## src/rtl/cal_pkg.sv

```systemverilog
// Shared constants and helpers for the BCD calendar.
// Assumes byte-wide BCD fields and the fixed field order used by the address map.
package cal_pkg;
    localparam int unsigned BYTE_W     = 8;
    localparam int unsigned NUM_FIELDS = 7;
    localparam int unsigned IDX_SEC    = 0;
    localparam int unsigned IDX_MIN    = 1;
    localparam int unsigned IDX_HOUR   = 2;
    localparam int unsigned IDX_DATE   = 3;
    localparam int unsigned IDX_MONTH  = 4;
    localparam int unsigned IDX_YEAR   = 5;
    localparam int unsigned IDX_DOW    = 6;
    localparam int unsigned MODE_BIT   = 7;

    typedef logic [NUM_FIELDS-1:0][BYTE_W-1:0] time_regs_t;

    // Significant bits kept when a field is loaded.
    function automatic logic [BYTE_W-1:0] field_mask(int unsigned idx);
        case (idx)
            IDX_SEC, IDX_MIN:   return 8'h7F;
            IDX_HOUR, IDX_DATE: return 8'h3F;
            IDX_MONTH:          return 8'h1F;
            IDX_YEAR:           return 8'hFF;
            default:            return 8'h07;
        endcase
    endfunction

    // Value a field resets to and returns to on wrap.
    function automatic logic [BYTE_W-1:0] field_low(int unsigned idx);
        return (idx == IDX_DATE || idx == IDX_MONTH) ? 8'h01 : 8'h00;
    endfunction

    // Fixed wrap point; the day of month uses a computed one instead.
    function automatic logic [BYTE_W-1:0] field_top(int unsigned idx);
        case (idx)
            IDX_SEC, IDX_MIN: return 8'h59;
            IDX_HOUR:         return 8'h23;
            IDX_DATE:         return 8'h31;
            IDX_MONTH:        return 8'h12;
            IDX_YEAR:         return 8'h99;
            default:          return 8'h06;
        endcase
    endfunction

    // Two-digit BCD increment (no wrap; the caller handles the limit).
    function automatic logic [BYTE_W-1:0] bcd_next(logic [BYTE_W-1:0] v);
        if (v[3:0] >= 4'd9) return {v[7:4] + 4'd1, 4'h0};
        return v + 8'd1;
    endfunction

    // Two-digit BCD year divisible by 4: 10 is 2 mod 4, so test 2*tens+units.
    function automatic logic leap_bcd(logic [BYTE_W-1:0] y);
        logic [4:0] s;
        s = {y[7:4], 1'b0} + {1'b0, y[3:0]};
        return s[1:0] == 2'b00;
    endfunction
endpackage

```

## src/rtl/cal_field.sv

```systemverilog
// One BCD time field: loads masked data, or steps with wrap to its low value.
// Assumes limit_i is a valid BCD wrap point; values at or above it wrap.
module cal_field
    import cal_pkg::*;
#(
    parameter logic [BYTE_W-1:0] MASK = 8'hFF,
    parameter logic [BYTE_W-1:0] LOW  = 8'h00
) (
    input  logic              clk,
    input  logic              rst_n,
    input  logic              load_i,
    input  logic [BYTE_W-1:0] load_val_i,
    input  logic              step_i,
    input  logic [BYTE_W-1:0] limit_i,
    output logic [BYTE_W-1:0] value_o
);
    logic [BYTE_W-1:0] value_q;

    // Field register: load has priority over a counting step.
    always_ff @(posedge clk) begin
        if (!rst_n)
            value_q <= LOW;
        else if (load_i)
            value_q <= load_val_i & MASK;
        else if (step_i)
            value_q <= (value_q >= limit_i) ? LOW : (bcd_next(value_q) & MASK);
    end

    assign value_o = value_q;
endmodule

```

## src/rtl/cal_month_len.sv

```systemverilog
// Last day of the month in BCD, from the BCD month and two-digit year.
// Assumes every year divisible by 4 is a leap year (valid for 2000-2099).
module cal_month_len
    import cal_pkg::*;
(
    input  logic [BYTE_W-1:0] month_i,
    input  logic [BYTE_W-1:0] year_i,
    output logic [BYTE_W-1:0] last_day_o
);
    // Month length lookup.
    always_comb begin
        case (month_i)
            8'h02:                      last_day_o = leap_bcd(year_i) ? 8'h29 : 8'h28;
            8'h04, 8'h06, 8'h09, 8'h11: last_day_o = 8'h30;
            default:                    last_day_o = 8'h31;
        endcase
    end
endmodule

```

## src/rtl/cal_ctrl.sv

```systemverilog
// Write decode and control state: write-enable bit and hour mode flag.
// Assumes time fields occupy addresses 0..NUM_FIELDS-1.
module cal_ctrl
    import cal_pkg::*;
#(
    parameter int unsigned ADDR_W    = 4,
    parameter int unsigned CTRL_ADDR = 8
) (
    input  logic                  clk,
    input  logic                  rst_n,
    input  logic                  wr_i,
    input  logic [ADDR_W-1:0]     addr_i,
    input  logic                  wren_bit_i,
    input  logic                  mode_bit_i,
    output logic                  wren_o,
    output logic                  mode_o,
    output logic [NUM_FIELDS-1:0] load_o
);
    localparam logic [ADDR_W-1:0] CTRL_A = ADDR_W'(CTRL_ADDR);

    logic wren_q;
    logic mode_q;

    // Per-field load strobes, gated by the write enable.
    for (genvar i = 0; i < NUM_FIELDS; i++) begin : g_dec
        assign load_o[i] = wr_i && wren_q && (addr_i == ADDR_W'(i));
    end

    // Write-enable bit, always writable through the control byte.
    always_ff @(posedge clk) begin
        if (!rst_n)
            wren_q <= 1'b0;
        else if (wr_i && addr_i == CTRL_A)
            wren_q <= wren_bit_i;
    end

    // Hour mode flag, stored along with an accepted hour load.
    always_ff @(posedge clk) begin
        if (!rst_n)
            mode_q <= 1'b0;
        else if (load_o[IDX_HOUR])
            mode_q <= mode_bit_i;
    end

    assign wren_o = wren_q;
    assign mode_o = mode_q;
endmodule

```

## src/rtl/bcd_calendar.sv

```systemverilog
// BCD calendar: seven time fields advanced by a tick, with a byte register port.
// Assumes tick_i is a one-cycle pulse and ADDR_W is at least 3 and wide enough for CTRL_ADDR.
module bcd_calendar
    import cal_pkg::*;
#(
    parameter int unsigned ADDR_W    = 4,
    parameter int unsigned CTRL_ADDR = 8,
    parameter int unsigned WREN_BIT  = 6
) (
    input  logic              clk,
    input  logic              rst_n,
    input  logic              tick_i,
    input  logic [ADDR_W-1:0] addr_i,
    input  logic              wr_i,
    input  logic [7:0]        wdata_i,
    output logic [7:0]        rdata_o
);
    localparam logic [ADDR_W-1:0] CTRL_A  = ADDR_W'(CTRL_ADDR);
    localparam logic [ADDR_W-1:0] NFLD_A  = ADDR_W'(NUM_FIELDS);
    localparam logic [ADDR_W-1:0] HOUR_A  = ADDR_W'(IDX_HOUR);
    localparam int unsigned       CARRY_N = IDX_MONTH + 1;

    time_regs_t               fld_q;
    time_regs_t               limit;
    logic [NUM_FIELDS-1:0]    load;
    logic [NUM_FIELDS-1:0]    step;
    logic [CARRY_N-1:0]       wrap;
    logic [BYTE_W-1:0]        last_day;
    logic                     wren_q;
    logic                     mode_q;

    cal_ctrl #(
        .ADDR_W    (ADDR_W),
        .CTRL_ADDR (CTRL_ADDR)
    ) i_ctrl (
        .clk        (clk),
        .rst_n      (rst_n),
        .wr_i       (wr_i),
        .addr_i     (addr_i),
        .wren_bit_i (wdata_i[WREN_BIT]),
        .mode_bit_i (wdata_i[MODE_BIT]),
        .wren_o     (wren_q),
        .mode_o     (mode_q),
        .load_o     (load)
    );

    cal_month_len i_mlen (
        .month_i    (fld_q[IDX_MONTH]),
        .year_i     (fld_q[IDX_YEAR]),
        .last_day_o (last_day)
    );

    // Carry chain: a dropped tick when any field is being loaded.
    assign step[IDX_SEC]   = tick_i && !(|load);
    assign step[IDX_MIN]   = step[IDX_SEC]   && wrap[IDX_SEC];
    assign step[IDX_HOUR]  = step[IDX_MIN]   && wrap[IDX_MIN];
    assign step[IDX_DATE]  = step[IDX_HOUR]  && wrap[IDX_HOUR];
    assign step[IDX_DOW]   = step[IDX_HOUR]  && wrap[IDX_HOUR];
    assign step[IDX_MONTH] = step[IDX_DATE]  && wrap[IDX_DATE];
    assign step[IDX_YEAR]  = step[IDX_MONTH] && wrap[IDX_MONTH];

    // Field instances; the day of month takes its wrap point from the month length.
    for (genvar i = 0; i < NUM_FIELDS; i++) begin : g_fld
        if (i == IDX_DATE) begin : g_lim_dyn
            assign limit[i] = last_day;
        end else begin : g_lim_fix
            assign limit[i] = field_top(i);
        end
        if (i < CARRY_N) begin : g_wrap
            assign wrap[i] = fld_q[i] >= limit[i];
        end
        cal_field #(
            .MASK (field_mask(i)),
            .LOW  (field_low(i))
        ) i_field (
            .clk        (clk),
            .rst_n      (rst_n),
            .load_i     (load[i]),
            .load_val_i (wdata_i),
            .step_i     (step[i]),
            .limit_i    (limit[i]),
            .value_o    (fld_q[i])
        );
    end

    // Read mux: time fields, hour mode flag, control byte, zero elsewhere.
    always_comb begin
        rdata_o = '0;
        if (addr_i == CTRL_A) begin
            rdata_o[WREN_BIT] = wren_q;
        end else if (addr_i < NFLD_A) begin
            rdata_o = fld_q[addr_i[2:0]];
            if (addr_i == HOUR_A) rdata_o[MODE_BIT] = mode_q;
        end
    end
endmodule

```

## config.mk

```make
export PLATFORM = sky130hd
export DESIGN_NAME = bcd_calendar
export DESIGN_NICKNAME = d
export VERILOG_FILES = /design/src/rtl/cal_pkg.sv /design/src/rtl/cal_field.sv /design/src/rtl/cal_month_len.sv /design/src/rtl/cal_ctrl.sv /design/src/rtl/bcd_calendar.sv
export SDC_FILE = /design/constraint.sdc
export NUM_CORES = 1
export LEC_CHECK = 0
export ABC_AREA = 1
export CAP_MARGIN = 20
export CELL_PAD_IN_SITES_DETAIL_PLACEMENT = 0
export CELL_PAD_IN_SITES_GLOBAL_PLACEMENT = 1
export CORE_ASPECT_RATIO = 0.7
export CORE_MARGIN = 3
export CORE_UTILIZATION = 42
export CTS_BUF_LIST = sky130_fd_sc_hd__clkbuf_8
export DETAILED_ROUTE_END_ITERATION = 8
export GPL_TIMING_DRIVEN = 1
export PLACE_DENSITY_LB_ADDON = 0.08
export RECOVER_POWER = 25
export REMOVE_ABC_BUFFERS = 1
export SYNTH_ARGS = -nofsm -noshare
export SYNTH_HDL_FRONTEND = slang
export SYNTH_HIERARCHICAL = 1
export SYNTH_SLANG_ARGS = --single-unit
```

## constraint.sdc

```tcl
create_clock -name clk -period 2.27 [get_ports clk]
set_input_delay 0.3405 -clock clk [delete_from_list [all_inputs] [get_ports clk]]
set_output_delay 0.3405 -clock clk [all_outputs]
set_load 0.005 [all_outputs]
```

==> reports/metrics.yaml <==
detailed_routing:
  routed-wl-met2_um: 7620
  dr.first_iter.drc_count: 411
  first_pass_iters: 5
  met3_length_um: 868
  ant_nets: 0
  vias_per_cell: 4.89
  routed_wl_um: 17000
  dr.max_layer_used: "met4"
  wl_met1_um: 8290
  via_count: 5971
  drc: 0
  post_drt_wl_per_cell_um: 13.9
cts:
  clk_transition_reported_paths_ns: 0.09
  cts_tree: "done"
  cts_inserted_buffers: 5
  clock_path_buffers: 2
  clock_latency_ns: 0.31
  root_buffer: "clkbuf_8"
  h-tree-depth: 2
  cts_num_sinks: 44
run:
  drv_cap: 0
layout:
  final_cell_mix: "nand2_1, inv_1, buf_4"
  layout-drive-gt1-share: 0.239
  n_antenna_cell: 0
  regArea_um2: 890
  layout_commonest_cell: "nand2_1"
  multi_input_comb_area_mm2: 0.00443
  nets: 1123
  fillCellCount: 1367
  area_growth_pct: 26.8
  instances_no_fill: 1220
global_route:
  grtUsageTotal: 0.219
  antenna_found_initial: 0
  grt_max_degree: 15
  overflow: 0
  grt_pass1_wl_um: 27600
  grt_pass1_vias: 5534
outcome:
  violations: "negative setup slack"
  status: "complete, but fails checks"
placement:
  place_inst: 1201
  numPortBuffers: 23
  gp_congestion: 0.865
  dpl.hpwl_um: 13500
sta:
  fmax_mhz: 413
  tightest_slew_ns: 0.608
  fin_worst_skew_ns: 0.00993
  slew_viol_final: 0
  whs_ns: 0.521
  layout_min_cycle_time_ns: 2.42
  finalCritPeriodShare: 1.07
  setup_slack_ns: -0.154
  relSlewSlack: 0.594
  hold_viol: 0
  finalSetupViolCount: 8
  rsz0062_at_grt: "yes"
die:
  ios: 24
  fp.dieH_um: 104
  die_w_um: 146
  core_area_mm2: 0.0133
  start_util: 0.434
  fp-row-count: 35
  dieArea_mm2: 0.0152
worst_setup_path:
  path_class: "reg -> reg"
  end_kind: "flip-flop"
  worstPathRequired_ns: 2.51
  critPathMaxFanout: 5
  critical_path_arrival_ns: 2.67
  worstSetupStartpointType: "flip-flop"
synth:
  synth_enable_flop_cells: 0
  yosysTopAreaCell: "ha_1"
  synthesis.area_mm2: 0.00578
  syn_avg_cell_area_um2: 6.56
  synth_compound_area_frac: 0.177
  synth_top_area_frac: 0.156
  async_flop_share: 0
  synth_xor_xnor_area_share: 0.0197
  synthCells: 881
  muxShareOfSynthArea: 0
  synth_area_leaders: "ha_1, dfxtp_1, nand2_1"
  ys_seq_elements: 44
  yosys_warnings: 6
  ys_types: 54
  synth_fa_ha_area_frac: 0.156
  synth_top_family_by_area: "simple AND/OR/NAND/NOR gates"
  post_synth_and_or_nand_nor_area_fraction: 0.334
  yosysSeqAreaShare: 0.152
  synth_flop_cell: "dfxtp_1"
power:
  switchingPower_uw: 674
  comb_power_share: 0.289
  seqPwrFrac: 0.371
  ir_drop_v: 0.000333
  powerDensity_mw_per_mm2: 291
  swShare: 0.316
  power.internal_mw: 1.46
  power.share.clock: 0.340
  p_leak_nw: 3.66
worst_hold_path:
  hold_path.class: "reg -> reg"
metrics by stage:
| stage | power [mW] | setup slack (ns) | utilization | setup TNS [ns] | area [um^2] |
|---|---|---|---|---|---|
| after floorplan | 1.15 | -0.478 | - | -9.55 | 5720 |
| after global placement | 1.37 | -0.606 | 0.516 | -16.97 | 6870 |
| after detailed placement | 1.39 | -0.650 | 0.516 | -19.59 | 6870 |
| after CTS | 2.12 | -0.208 | 0.538 | -1.94 | 7170 |
| after global routing | 2.26 | -0.334 | 0.550 | -4.18 | 7320 |
| final | 2.13 | -0.154 | 0.550 | -0.937 | 7320 |
registers in the layout (all words and copies together), names as in the netlist:
name	flops
i_ctrl/mode_o	1
g_fld.i_field/value_o	42
i_ctrl/wren_o	1
power by group through the flow:
stage	clock [mW]	sequential, mW	combinational [mW]
finish	0.725	0.792	0.616
global route	0.780	0.794	0.690
CTS	0.744	0.792	0.585
detailed placement	0	0.811	0.575
global placement	0	0.810	0.561
floorplan	0	0.821	0.325
worst max-delay path, cell delays in order (launching register included):
cell     delay [ns]
dfxtp_2        0.34
nor2_4         0.09
nand2_2        0.07
inv_2          0.08
nand4_4        0.09
inv_2          0.08
inv_2          0.05
ha_4           0.26
nand2_2        0.05
inv_2          0.05
nand2_1        0.04
nand2_1        0.06
nand2_1        0.06
nand3_2        0.10
nand3_4        0.09
nor2_4         0.10
buf_6          0.12
nor2_8         0.03
nor2_4         0.17
nand2_4        0.09
nor2_1         0.11
nand3_1        0.09
a21oi_1        0.16
routing by layer:
layer | up-vias | track usage
li1 | 3103 | -
met1 | 2717 | 0.308
met2 | 134 | 0.354
met3 | 17 | 0.0418
met4 | 0 | 0.0369
met5 | - | 0
cell type report:
class,instances,area share
Clock buffer,5,0.00940
Clock inverter,2,0.00820
Inverter,161,0.0853
Multi-Input combinational cell,702,0.605
Sequential cell,44,0.121
Tap cell,185,0.0316
Timing Repair Buffer,121,0.139
path summary, 6_finish.rpt:
check / from / end / slack (ns) / depth (start not counted)
min: i_ctrl/mode_o / i_ctrl/mode_o / 0.52 / 4
min reg2reg: i_ctrl/mode_o / i_ctrl/mode_o / 0.52 / 4
max reg2reg: g_fld[4].i_field/value_o[4] / g_fld[5].i_field/value_o[2] / -0.15 / 22
max: g_fld[4].i_field/value_o[4] / g_fld[5].i_field/value_o[2] / -0.15 / 22
repair_timing:
item / CTS / global route
hold buffers: 0 / 0
buffers inserted: 12 / 2
hold endpoints to repair: 0 / 0
resized for setup: 49 / 43
pin swaps: 35 / 20
endpoints found under the setup margin: 35 / 36
cell usage after synthesis, types with 6 or more instances:
master / number
o21ai_1: 12
nor2_1: 92
nor2_2: 9
nor2_4: 7
inv_1: 136
a21oi_1: 63
nand3_1: 54
nand3_2: 8
nand2_2: 15
ha_1: 72
o21ai_0: 12
a22oi_1: 36
xnor2_1: 7
nand4_1: 22
dfxtp_1: 44
xor2_1: 6
nand2_1: 159
buf_6: 8
inv_2: 17
conb_1: 10
buf_4: 24
nand2_4: 6
logic make-up after synthesis:
group           Yosys count
fa+ha+maj                72
compound gates          156
simple gates            392
other cells              10
buf+inv                 194
xor+xnor                 13
flops                    44
No activity file was read; power rests on OpenSTA's default activity.
